==> src/rtl/qdv_pkg.sv <==
package qdv_pkg;

    localparam int N_CH     = 8;   // channel 0 toroidal, 1..7 poloidal
    localparam int RB_W     = 5;   // relay contacts read back per channel
    localparam int MM_LIMIT = 2;   // mismatch edges tolerated before a fault

    typedef logic [N_CH-1:0] ch_vec_t;

    // Masked verdict of one system for one channel: high = healthy.
    typedef struct packed {
        logic ok_a;
        logic ok_b;
    } vote_pair_t;

    // Inhibit low forces the verdict healthy; otherwise the alarm passes.
    function automatic logic masked_ok(input logic alarm, input logic inhib);
        return alarm | ~inhib;
    endfunction

endpackage

==> src/rtl/qdv_bypass.sv <==
module qdv_bypass
    import qdv_pkg::*;
#(
    parameter int N = N_CH
) (
    input  logic [N-1:0] alarm,
    input  logic [N-1:0] inhib,
    output logic [N-1:0] ok
);

    for (genvar i = 0; i < N; i++) begin : g_mask
        assign ok[i] = masked_ok(alarm[i], inhib[i]);
    end

endmodule

==> src/rtl/qdv_vote_latch.sv <==
module qdv_vote_latch
    import qdv_pkg::*;
(
    input  logic       clk,
    input  logic       rst,
    input  logic       rearm,
    input  vote_pair_t vp,
    output logic       intlk_q
);

    logic vote_ok;

    assign vote_ok = vp.ok_a & vp.ok_b;   // 1oo2 on trip-low lines

    always_ff @(posedge clk) begin
        if (rst) begin
            intlk_q <= 1'b0;
        end else if (!vote_ok) begin
            intlk_q <= 1'b0;
        end else if (rearm) begin
            intlk_q <= 1'b1;
        end
    end

    // a trip from either system opens the interlock at the next edge
    a_r4_trip_opens: assert property (@(posedge clk) disable iff (rst)
        (!vp.ok_a || !vp.ok_b) |=> !intlk_q);

    // an open interlock stays open without rearm
    a_r5_hold_open: assert property (@(posedge clk) disable iff (rst)
        (!intlk_q && !rearm) |=> !intlk_q);

    // closing needs rearm together with a healthy vote
    a_r5_close_cause: assert property (@(posedge clk) disable iff (rst)
        $rose(intlk_q) |-> $past(rearm && vp.ok_a && vp.ok_b));

endmodule

==> src/rtl/qdv_rb_monitor.sv <==
module qdv_rb_monitor
    import qdv_pkg::*;
#(
    parameter int W   = RB_W,
    parameter int LIM = MM_LIMIT
) (
    input  logic         clk,
    input  logic         rst,
    input  logic         cmd,
    input  logic [W-1:0] contacts,
    output logic         fault_q
);

    localparam int CW = $clog2(LIM + 1);

    logic          rb_level;
    logic          mismatch;
    logic [CW-1:0] run_q;

    assign rb_level = &contacts;
    assign mismatch = rb_level ^ cmd;

    always_ff @(posedge clk) begin
        if (rst) begin
            run_q   <= '0;
            fault_q <= 1'b0;
        end else begin
            if (!mismatch) begin
                run_q <= '0;
            end else if (run_q != CW'(LIM)) begin
                run_q <= run_q + 1'b1;
            end
            if (mismatch && run_q == CW'(LIM)) begin
                fault_q <= 1'b1;
            end
        end
    end

    // a fault, once raised, holds until reset
    a_r9_fault_sticky: assert property (@(posedge clk) disable iff (rst)
        fault_q |=> fault_q);

    // a fault only rises on an edge where a mismatch was seen
    a_r9_fault_cause: assert property (@(posedge clk) disable iff (rst)
        $rose(fault_q) |-> $past(mismatch));

endmodule

==> src/rtl/qd_interlock_voter.sv <==
module qd_interlock_voter
    import qdv_pkg::*;
#(
    parameter int N   = N_CH,
    parameter int W   = RB_W,
    parameter int LIM = MM_LIMIT
) (
    input  logic           clk,
    input  logic           rst,
    input  logic           rearm,
    input  logic [N-1:0]   a_alarm,
    input  logic [N-1:0]   a_inhib,
    input  logic [N-1:0]   b_alarm,
    input  logic [N-1:0]   b_inhib,
    input  logic [N*W-1:0] relay_rb,
    output logic [N-1:0]   intlk,
    output logic           pf_intlk,
    output logic [N-1:0]   fault,
    output logic           status_ok
);

    logic [N-1:0] ok_a;
    logic [N-1:0] ok_b;

    qdv_bypass #(.N(N)) u_mask_a (.alarm(a_alarm), .inhib(a_inhib), .ok(ok_a));
    qdv_bypass #(.N(N)) u_mask_b (.alarm(b_alarm), .inhib(b_inhib), .ok(ok_b));

    for (genvar i = 0; i < N; i++) begin : g_ch
        vote_pair_t vp;
        assign vp.ok_a = ok_a[i];
        assign vp.ok_b = ok_b[i];

        qdv_vote_latch u_vote (
            .clk     (clk),
            .rst     (rst),
            .rearm   (rearm),
            .vp      (vp),
            .intlk_q (intlk[i])
        );

        qdv_rb_monitor #(.W(W), .LIM(LIM)) u_mon (
            .clk      (clk),
            .rst      (rst),
            .cmd      (intlk[i]),
            .contacts (relay_rb[i*W +: W]),
            .fault_q  (fault[i])
        );
    end

    // Channel 0 is toroidal; the rest form the poloidal summary.
    assign pf_intlk  = &intlk[N-1:1];
    assign status_ok = (&intlk) & ~(|fault);

    // the cycle after a sampled reset shows every interlock open
    a_r6_reset_opens: assert property (@(posedge clk)
        rst |=> (intlk == '0 && fault == '0));

endmodule

==> config.mk <==
export PLATFORM = sky130hd
export DESIGN_NAME = qd_interlock_voter
export DESIGN_NICKNAME = d
export VERILOG_FILES = /design/src/rtl/qdv_pkg.sv /design/src/rtl/qdv_bypass.sv /design/src/rtl/qdv_vote_latch.sv /design/src/rtl/qdv_rb_monitor.sv /design/src/rtl/qd_interlock_voter.sv
export SDC_FILE = /design/constraint.sdc
export NUM_CORES = 1
export LEC_CHECK = 0
export BUFFER_PORTS_ARGS = -buffer_cell sky130_fd_sc_hd__buf_2
export CAP_MARGIN = 40
export CORE_MARGIN = 3
export CORE_UTILIZATION = 45
export DETAILED_ROUTE_END_ITERATION = 10
export PLACE_DENSITY_LB_ADDON = 0.12
export REMOVE_ABC_BUFFERS = 1
export SLEW_MARGIN = 20
export SYNTH_ARGS = -nofsm -noshare
export SYNTH_HDL_FRONTEND = slang
export SYNTH_HIERARCHICAL = 1
export SYNTH_SLANG_ARGS = --single-unit
==> constraint.sdc <==
create_clock -name clk -period 1.3 [get_ports clk]
set_input_delay 0.065 -clock clk [delete_from_list [all_inputs] [get_ports clk]]
set_output_delay 0.065 -clock clk [all_outputs]
set_load 0.02 [all_outputs]
==> results of run 1 <==
worst reg2reg max path: stages, from the launching register on:
cell	delay, ps
dfxtp_1	320
inv_1	50
ha_1	170
nand2b_1	60
or4_1	380
o311ai_0	120
stage by stage:
stage	area (um^2)	hold WS (ps)	utilization, %	setup TNS [ps]	setup slack [ps]
2_1_floorplan	1770	134	-	-80.3	-80.3
3_3_place_gp	2410	337	64.7	-14.9	-14.9
3_5_place_dp	2410	341	64.7	-45.4	-45.4
4_1_cts	2500	32.8	67.3	-340	-340
5_1_grt	2530	45.2	68.2	-359	-359
6_report	2530	42.7	68.2	-287	-287
layout by cell type, fill, tap and decap left out, drive strengths merged:
master  count
a21oi       8
or4b        1
nor2       25
o311ai      8
inv        16
a211oi     16
nand2b     32
or3         8
or4         8
nand3       1
dfxtp      32
ha          8
clkbuf      8
buf       107
nand2      16
xor2        8
o21ai       8
and3        1
nand4       9
nor3       10
area by class of cell:
cell class | count | area [um^2] | share of cell area (%)
tap | 48 | 60.1 | 2.37
timing repair buffer | 107 | 579 | 22.9
sequential | 32 | 649 | 25.6
multi-input combinational | 167 | 1090 | 43.2
clock buffer | 8 | 90.1 | 3.56
inverter | 16 | 60.1 | 2.37
metal layers:
metal  vias to the layer above  track usage (%)  share of wire, %
li1                       1004                -                 -
met3                         5             5.35               8.2
met5                         -                0                 0
met4                         0             5.11              0.90
met1                       806             22.4                46
met2                        61             30.0                45
Yosys cell counts, drive strengths merged:
cell type / count
a211oi: 16
a21oi: 8
and3: 1
dfxtp: 32
ha: 8
inv: 16
nand2: 16
nand2b: 32
nand3: 1
nand4: 9
nor2: 25
nor3: 10
o21ai: 8
o311ai: 8
or3: 8
or4: 8
or4b: 1
xor2: 8
logic make-up (layout without fill, tap and decap cells):
| group | after synthesis | in the layout | share of synthesized area [%] |
|---|---|---|---|
| simple gates | 111 | 111 | 35.6 |
| fa+ha+maj | 8 | 8 | 5.65 |
| compound gates | 40 | 40 | 15.2 |
| buf+inv | 16 | 131 | 3.39 |
| flops | 32 | 32 | 36.1 |
| xor+xnor | 8 | 8 | 3.95 |
flip-flops by register name, summed over array words and instances (netlist names):
| name | flops |
|---|---|
| g_ch.u_mon/run_q | 16 |
| g_ch.u_mon/fault_q | 8 |
| g_ch.u_vote/intlk_q | 8 |
worst min path at each step:
stage | cells after the start | end | slack (ps) | start
floorplan | 1 | g_ch[0].u_vote/intlk_q$_SDFFE_PP0P_ | 130 | rst
global placement | 4 | g_ch[5].u_vote/intlk_q$_SDFFE_PP0P_ | 340 | b_inhib[5]
detailed placement | 4 | g_ch[2].u_vote/intlk_q$_SDFFE_PP0P_ | 340 | b_inhib[2]
CTS | 4 | g_ch[7].u_vote/intlk_q$_SDFFE_PP0P_ | 30 | b_inhib[7]
global route | 4 | g_ch[7].u_vote/intlk_q$_SDFFE_PP0P_ | 50 | a_inhib[7]
finish | 4 | g_ch[7].u_vote/intlk_q$_SDFFE_PP0P_ | 40 | b_inhib[7]
repair_timing:
item,4_1_cts,5_1_grt
buffers inserted,0,0
setup endpoints to repair,2,7
pin swaps,0,0
hold endpoints to repair,0,0
resized for setup,3,16
power breakdown:
group | internal [W] | switching (W) | leakage, nW
clock network | 0.000431 | 0.000339 | 0.0455
registers | 0.00101 | 0.0000328 | 0.263
logic | 0.000171 | 0.000158 | 0.893
==> impl_metrics.toml, run 1 <==
[status]
status = "finished with violations"
failed_checks = "setup timing"

[setup_path]
crit_path_start = "g_ch[2].u_mon/fault_q$_SDFFE_PP0P_"
reg2reg_depth = 5
cp.depth = 4
cp_num_buf_inv = 1
cp_max_fo = 2
cp_slowest_cell = "or4b_4"
crit_end = "status_ok"
cp.arrival_ps = 1520
r2r_setup_slack_ps = 90
endpoint_kind = "output port"
worstReg2RegStart = "g_ch[1].u_mon/run_q[0]$_SDFFE_PP0P_"
critPathKind = "reg -> out"
crit_family = "simple AND/OR/NAND/NOR gates"
path_cells = "or4b_4, nor3_2, and3_1, buf_6"
crit_required_ps = 1240
slowest_delay_ps = 530
cp-start-kind = "register"
r2r_end = "g_ch[1].u_mon/fault_q$_SDFFE_PP0P_"

[sta]
tightest_slew_ps = 513
fin_crit_ps = 1590
max_slew_margin_pct = 65.8
fin_ws_ps = -287
slew_violations = 0
timing.fmax_mhz = 630
rsz0062_at_grt = "true"
clock_skew_ps = 4.15
hold_viol = 0
post-route-period-util_pct = 122
setup_viol = 1

[die]
io_pins = 93
dieArea_um2 = 4730
start_util_pct = 47.7
die_x_um = 68.8
core_area_um2 = 3720
fp.dieH_um = 68.8
row_count = 22

[routing]
drt-total-wl_um = 4120
firstDrtPassIters = 4
via_per_inst = 4.96
drc = 0
vias = 1876
detail_route.wl_per_cell_um = 10.9
ant_nets = 0
drt_iter0_markers = 43

[synthesis]
synth_top_area_cell = "dfxtp_1"
syn_avg_cell_area_um2 = 8.25
synth.lib_cells_used.distinct = 19
netlist_top_cells_area = "dfxtp_1 (36%), nand2b_1 (11%), a211oi_1 (6.8%), ha_1 (5.6%), nor2_1 (5.3%)"
synth_cells = 215
ys_seq_area_share_pct = 36.1
syn_area_um2 = 1770
synth_warnings = 6
ys_seq_elements = 32
synth_top_area_share_pct = 36.1

[worst_hold_path]
holdCritPathClass = "in -> reg"

[finish]
n_fill_cell = 340
diodes = 0
syn_to_final_growth_pct = 42.9
fin_nets = 412
final_layout_size_suffix_gt1_share_pct = 40.3
stdcell_count = 378

[cts]
clock_latency_ps = 280
clkSinkCount = 32
cts_buffers = 5
clk_pin_slew_ps = 60
cts_tree = "done"
htree_levels = 2
ctsHoldBuffers = 0
clockBufferDepth = 2
clockRootBuffer = "clkbuf_8"

[power_and_ir_drop]
ir_drop_mv = 0.647
power_leakage_nw = 1.20
power.total_w = 0.00215
p_per_area_nw_per_um2 = 847

[placement]
dp.cells = 370
io_buffer_count = 92
gp_congestion = 0.705
dpl.hpwl_um = 3410

[global_route]
grt_pass1_wl_um = 6430
antenna_found_initial = 0
grt_overflow = 0
grt_max_degree = 34
grt_usage_pct = 18.0
grt_pass1_vias = 1606

[flow_run]
max_cap_violations = 0
(Power assumes the default switching activity.)
==> run 2, diff against run 1 <==
--- a/config.mk
+++ b/config.mk
@@ -7,9 +7,11 @@
 export LEC_CHECK = 0
 export BUFFER_PORTS_ARGS = -buffer_cell sky130_fd_sc_hd__buf_2
 export CAP_MARGIN = 40
+export CORE_ASPECT_RATIO = 0.9
 export CORE_MARGIN = 3
 export CORE_UTILIZATION = 45
 export DETAILED_ROUTE_END_ITERATION = 10
+export GPL_ROUTABILITY_DRIVEN = 1
 export PLACE_DENSITY_LB_ADDON = 0.12
 export REMOVE_ABC_BUFFERS = 1
 export SLEW_MARGIN = 20
==> impl_metrics.toml, run 2 (synthesis results as in run 1) <==
[status]
status = "finished with violations"
failed_checks = "setup timing"

[routing]
wl_met1_um = 1880
drt-total-wl_um = 4400
firstDrtPassIters = 4
detail_route.wl_per_cell_um = 11.7
via_per_inst = 5.12
wl_met2_um = 2190
route.met3.wl_um = 299
drt_iter0_markers = 94
drc = 0
ant_nets = 0
top_layer = "met4"
vias = 1924

[die]
core_area_um2 = 3580
dieArea_um2 = 4730
start_util_pct = 49.5
io_pins = 93
die_x_um = 72.2
row_count = 20
fp.dieH_um = 65.5

[power_and_ir_drop]
internal-power_w = 0.00162
sequentialPowerShare_pct = 48.3
ir_drop_mv = 0.815
p_comb_share_pct = 15.6
power_leakage_nw = 1.21
p_sw_w = 0.000547
switching_share_pct = 25.2
p_clk_share_pct = 36.1
p_per_area_nw_per_um2 = 851

[sta]
whs_ps = 37.8
timing.fmax_mhz = 616
fin_crit_ps = 1620
clock_skew_ps = 0.834
slew_violations = 0
max_slew_margin_pct = 72.4
fin_ws_ps = -323
hold_viol = 0
rsz0062_at_grt = "true"
post-route-period-util_pct = 125
setup_viol = 1
fin_setup_tns_ps = -323
tightest_slew_ps = 414

[placement]
dpl.hpwl_um = 3460
dpl_cell_area_um2 = 2420
dp.cells = 368
gp_congestion = 0.737
io_buffer_count = 92

[finish]
mostFrequentLayoutCell = "buf_2"
syn_to_final_growth_pct = 43.8
top_register = "g_ch.u_mon/run_q"
n_fill_cell = 312
final_layout_size_suffix_gt1_share_pct = 41.3
final_area_um2 = 2550
largest_reg_flops = 16
fin_nets = 414
final_cell_mix = "buf_2 (91), nand2b_1 (32), nor2_1 (25)"
reg_top3 = "g_ch.u_mon/run_q: 16 flops, g_ch.u_mon/fault_q: 8 flops, g_ch.u_vote/intlk_q: 8 flops"
stdcell_count = 376
diodes = 0
fin_util_pct = 71.2

[setup_path]
endpoint_kind = "output port"
crit_required_ps = 1240
cp.arrival_ps = 1560
critPathKind = "reg -> out"
cp-start-kind = "register"
cp_max_fo = 2

[flow_run]
max_cap_violations = 0

[cts]
cts_buffers = 5
clockBufferDepth = 2
clock_latency_ps = 280
clockRootBuffer = "clkbuf_8"
cts_setup_buffers = 0
clkSinkCount = 32
htree_levels = 2
ctsHoldBuffers = 0
clk_pin_slew_ps = 60
cts_tree = "done"

[global_route]
grt_overflow = 0
grt_usage_pct = 18.9
grt_pass1_vias = 1747
grt_pass1_wl_um = 7180
antenna_found_initial = 0
grt_max_degree = 23

[worst_hold_path]
holdCritPathClass = "in -> reg"
run 2: cell count changes in the layout (fill, tap and decap cells not counted), sizes merged:
cell  before  now
buf      107  109
run 2: area by class of cell:
cell class              instances  area (um^2)  share of cell area [%]
repair buffers                109          594                    23.3
well taps                      44         55.1                    2.16
inverters                      16         60.1                    2.36
clock buffers                   8         90.1                    3.53
multi-input cells             167         1100                    43.1
flip-flops and latches         32          651                    25.5
run 2: power by group through the flow:
stage	sequential, W	combinational, W	clock, W
5_1_grt	0.00105	0.000386	0.000849
3_3_place_gp	0.00106	0.000324	0
4_1_cts	0.00104	0.000334	0.000806
2_1_floorplan	0.00108	0.000131	0
6_report	0.00105	0.000339	0.000783
3_5_place_dp	0.00107	0.000332	0
run 2: layer usage:
| metal | up-vias | global-route usage [%] |
|---|---|---|
| met2 | 53 | 32.4 |
| met5 | - | 0 |
| met4 | 0 | 4.93 |
| li1 | 1010 | - |
| met1 | 859 | 23.0 |
| met3 | 2 | 5.50 |
run 2: timing repair:
action,in CTS,in global routing
pin swaps,0,0
endpoints found under the hold margin,0,0
gates resized for setup,2,15
endpoints found under the setup margin,2,6
run 2: final timing paths:
check / start / endpoint / slack [ps] / cells after the start
min reg2reg: g_ch[1].u_mon/fault_q$_SDFFE_PP0P_ / g_ch[1].u_mon/fault_q$_SDFFE_PP0P_ / 510 / 2
max: g_ch[2].u_mon/fault_q$_SDFFE_PP0P_ / status_ok / -320 / 4
max reg2reg: g_ch[2].u_mon/run_q[0]$_SDFFE_PP0P_ / g_ch[2].u_mon/run_q[0]$_SDFFE_PP0P_ / 50 / 5
min: b_inhib[4] / g_ch[4].u_vote/intlk_q$_SDFFE_PP0P_ / 40 / 4
run 2: stage by stage:
step	total power, W	setup WS [ps]
after global routing	0.00229	-372
after CTS	0.00218	-326
after detailed placement	0.00140	-32.9
final	0.00217	-323
after global placement	0.00139	-21.0
after floorplan	0.00121	-80.3
run 2: worst max-delay path: stages, from the launching register on:
cell and delay, ps:
dfxtp_2 320, or4b_4 530, nor3_2 110, and3_1 200, buf_6 120
==> run 3, diff against run 2 <==
--- a/config.mk
+++ b/config.mk
@@ -12,7 +12,9 @@
 export CORE_UTILIZATION = 45
 export DETAILED_ROUTE_END_ITERATION = 10
 export GPL_ROUTABILITY_DRIVEN = 1
+export MAX_ROUTING_LAYER = met4
 export PLACE_DENSITY_LB_ADDON = 0.12
+export RECOVER_POWER = 25
 export REMOVE_ABC_BUFFERS = 1
 export SLEW_MARGIN = 20
 export SYNTH_ARGS = -nofsm -noshare
==> impl_metrics.toml, run 3 (synthesis results as in run 1) <==
[power_and_ir_drop]
internal-power_w = 0.00162
sequentialPowerShare_pct = 48.2
power_leakage_nw = 1.20
ir_drop_mv = 0.815
p_comb_share_pct = 15.6
p_clk_share_pct = 36.1
switching_share_pct = 25.2
p_per_area_nw_per_um2 = 852
p_sw_w = 0.000546

[die]
start_util_pct = 49.5
row_count = 20
io_pins = 93
fp.dieH_um = 65.5
core_area_um2 = 3580
die_x_um = 72.2
dieArea_um2 = 4730

[cts]
clock_latency_ps = 280
clockBufferDepth = 2
cts_tree = "done"
ctsHoldBuffers = 0
clkSinkCount = 32
clk_pin_slew_ps = 60
cts_buffers = 5
cts_setup_buffers = 0
clockRootBuffer = "clkbuf_8"
htree_levels = 2

[setup_path]
crit_required_ps = 1240
cp.depth = 4
crit_family = "simple AND/OR/NAND/NOR gates"
reg2reg_depth = 5
critPathKind = "reg -> out"
cp.arrival_ps = 1560
crit_path_start = "g_ch[2].u_mon/fault_q$_SDFFE_PP0P_"
worstReg2RegStart = "g_ch[2].u_mon/run_q[0]$_SDFFE_PP0P_"
cp_max_fo = 2
r2r_setup_slack_ps = 50
path_cells = "or4b_4, nor3_2, and3_1, buf_6"
cp-start-kind = "register"
r2r_end = "g_ch[2].u_mon/run_q[0]$_SDFFE_PP0P_"
cp_num_buf_inv = 1
crit_end = "status_ok"
cp_slowest_cell = "or4b_4"
endpoint_kind = "output port"
slowest_delay_ps = 530

[finish]
syn_to_final_growth_pct = 43.3
diodes = 0
n_fill_cell = 311
fin_nets = 414
mostFrequentLayoutCell = "buf_2"
final_cell_mix = "buf_2 (91), nand2b_1 (32), dfxtp_1 (30)"
largest_reg_flops = 16
final_layout_size_suffix_gt1_share_pct = 39.5
top_register = "g_ch.u_mon/run_q"
reg_top3 = "g_ch.u_mon/run_q: 16 flops, g_ch.u_mon/fault_q: 8 flops, g_ch.u_vote/intlk_q: 8 flops"

[sta]
clock_skew_ps = 0.855
setup_viol = 1
whs_ps = 38.6
slew_violations = 0
fin_crit_ps = 1620
timing.fmax_mhz = 616
tightest_slew_ps = 414
fin_ws_ps = -324
fin_setup_tns_ps = -324
max_slew_margin_pct = 72.4
rsz0062_at_grt = "true"
hold_viol = 0
post-route-period-util_pct = 125

[routing]
drt_iter0_markers = 94
ant_nets = 0
detail_route.wl_per_cell_um = 11.7
via_per_inst = 5.12
drc = 0
firstDrtPassIters = 4
vias = 1925
drt-total-wl_um = 4390

[global_route]
grt_pass1_vias = 1747
grt_max_degree = 23
antenna_found_initial = 0
grt_pass1_wl_um = 7180
grt_overflow = 0
grt_usage_pct = 19.4

[flow_run]
max_cap_violations = 0

[status]
failed_checks = "setup timing"
status = "finished with violations"

[placement]
dpl.hpwl_um = 3460
io_buffer_count = 92
gp_congestion = 0.746

[worst_hold_path]
holdCritPathClass = "in -> reg"
[run 3: power groups by stage]
| stage | sequential [W] | clock [W] | combinational [W] |
|---|---|---|---|
| 6_report | 0.00104 | 0.000783 | 0.000339 |
| 5_1_grt | 0.00105 | 0.000849 | 0.000386 |
| 4_1_cts | 0.00104 | 0.000806 | 0.000334 |
| 3_5_place_dp | 0.00107 | 0 | 0.000332 |
| 3_3_place_gp | 0.00106 | 0 | 0.000324 |
| 2_1_floorplan | 0.00108 | 0 | 0.000131 |
[run 3: worst min-delay path, delay by kind of cell]
| family | cells | cell delay (ps) |
|---|---|---|
| buffers and inverters | 1 | 70 |
| AND/OR/NAND/NOR | 3 | 140 |
[run 3: metal layers]
| layer | GRT usage (%) | wire [um] | part of all wire (%) | vias up |
|---|---|---|---|---|
| met4 | 4.93 | 43 | 0.98 | 0 |
| met3 | 5.50 | 300 | 6.8 | 4 |
| met1 | 23.0 | 1870 | 43 | 858 |
| met2 | 32.4 | 2180 | 50 | 53 |
| met5 | - | 0 | 0 | - |
| li1 | - | - | - | 1010 |
[run 3: repair_timing]
| item | 4_1_cts | 5_1_grt |
|---|---|---|
| gates resized for setup | 2 | 15 |
| pin swaps | 0 | 0 |
| endpoints found under the setup margin | 2 | 6 |
[run 3: cell type report]
type	instances	area, um^2	share of cell area, %
inverters	16	60.1	2.36
repair buffers	109	594	23.4
flip-flops and latches	32	643	25.3
well taps	44	55.1	2.17
multi-input cells	167	1100	43.2
clock buffers	8	90.1	3.55
[run 3: worst min path at each step]
stage | from | endpoint | slack, ps | depth (start not counted)
after floorplan | rst | g_ch[0].u_vote/intlk_q$_SDFFE_PP0P_ | 130 | 1
after global placement | b_inhib[2] | g_ch[2].u_vote/intlk_q$_SDFFE_PP0P_ | 340 | 4
after detailed placement | b_inhib[4] | g_ch[4].u_vote/intlk_q$_SDFFE_PP0P_ | 330 | 4
after CTS | b_inhib[3] | g_ch[3].u_vote/intlk_q$_SDFFE_PP0P_ | 30 | 4
after global routing | b_inhib[7] | g_ch[7].u_vote/intlk_q$_SDFFE_PP0P_ | 40 | 4
final | b_inhib[7] | g_ch[7].u_vote/intlk_q$_SDFFE_PP0P_ | 40 | 4
[run 3: stage by stage]
| stage | utilization (%) | instance area, um^2 | instances | total power, W | setup WS [ps] |
|---|---|---|---|---|---|
| after CTS | 70.1 | 2510 | 376 | 0.00218 | -326 |
| after floorplan | - | 1770 | 215 | 0.00121 | -80.3 |
| after detailed placement | 67.5 | 2420 | 368 | 0.00140 | -32.9 |
| after global placement | 67.5 | 2420 | 368 | 0.00139 | -21.0 |
| final | 71.0 | 2540 | 376 | 0.00217 | -324 |
| after global routing | 71.0 | 2540 | 376 | 0.00228 | -372 |
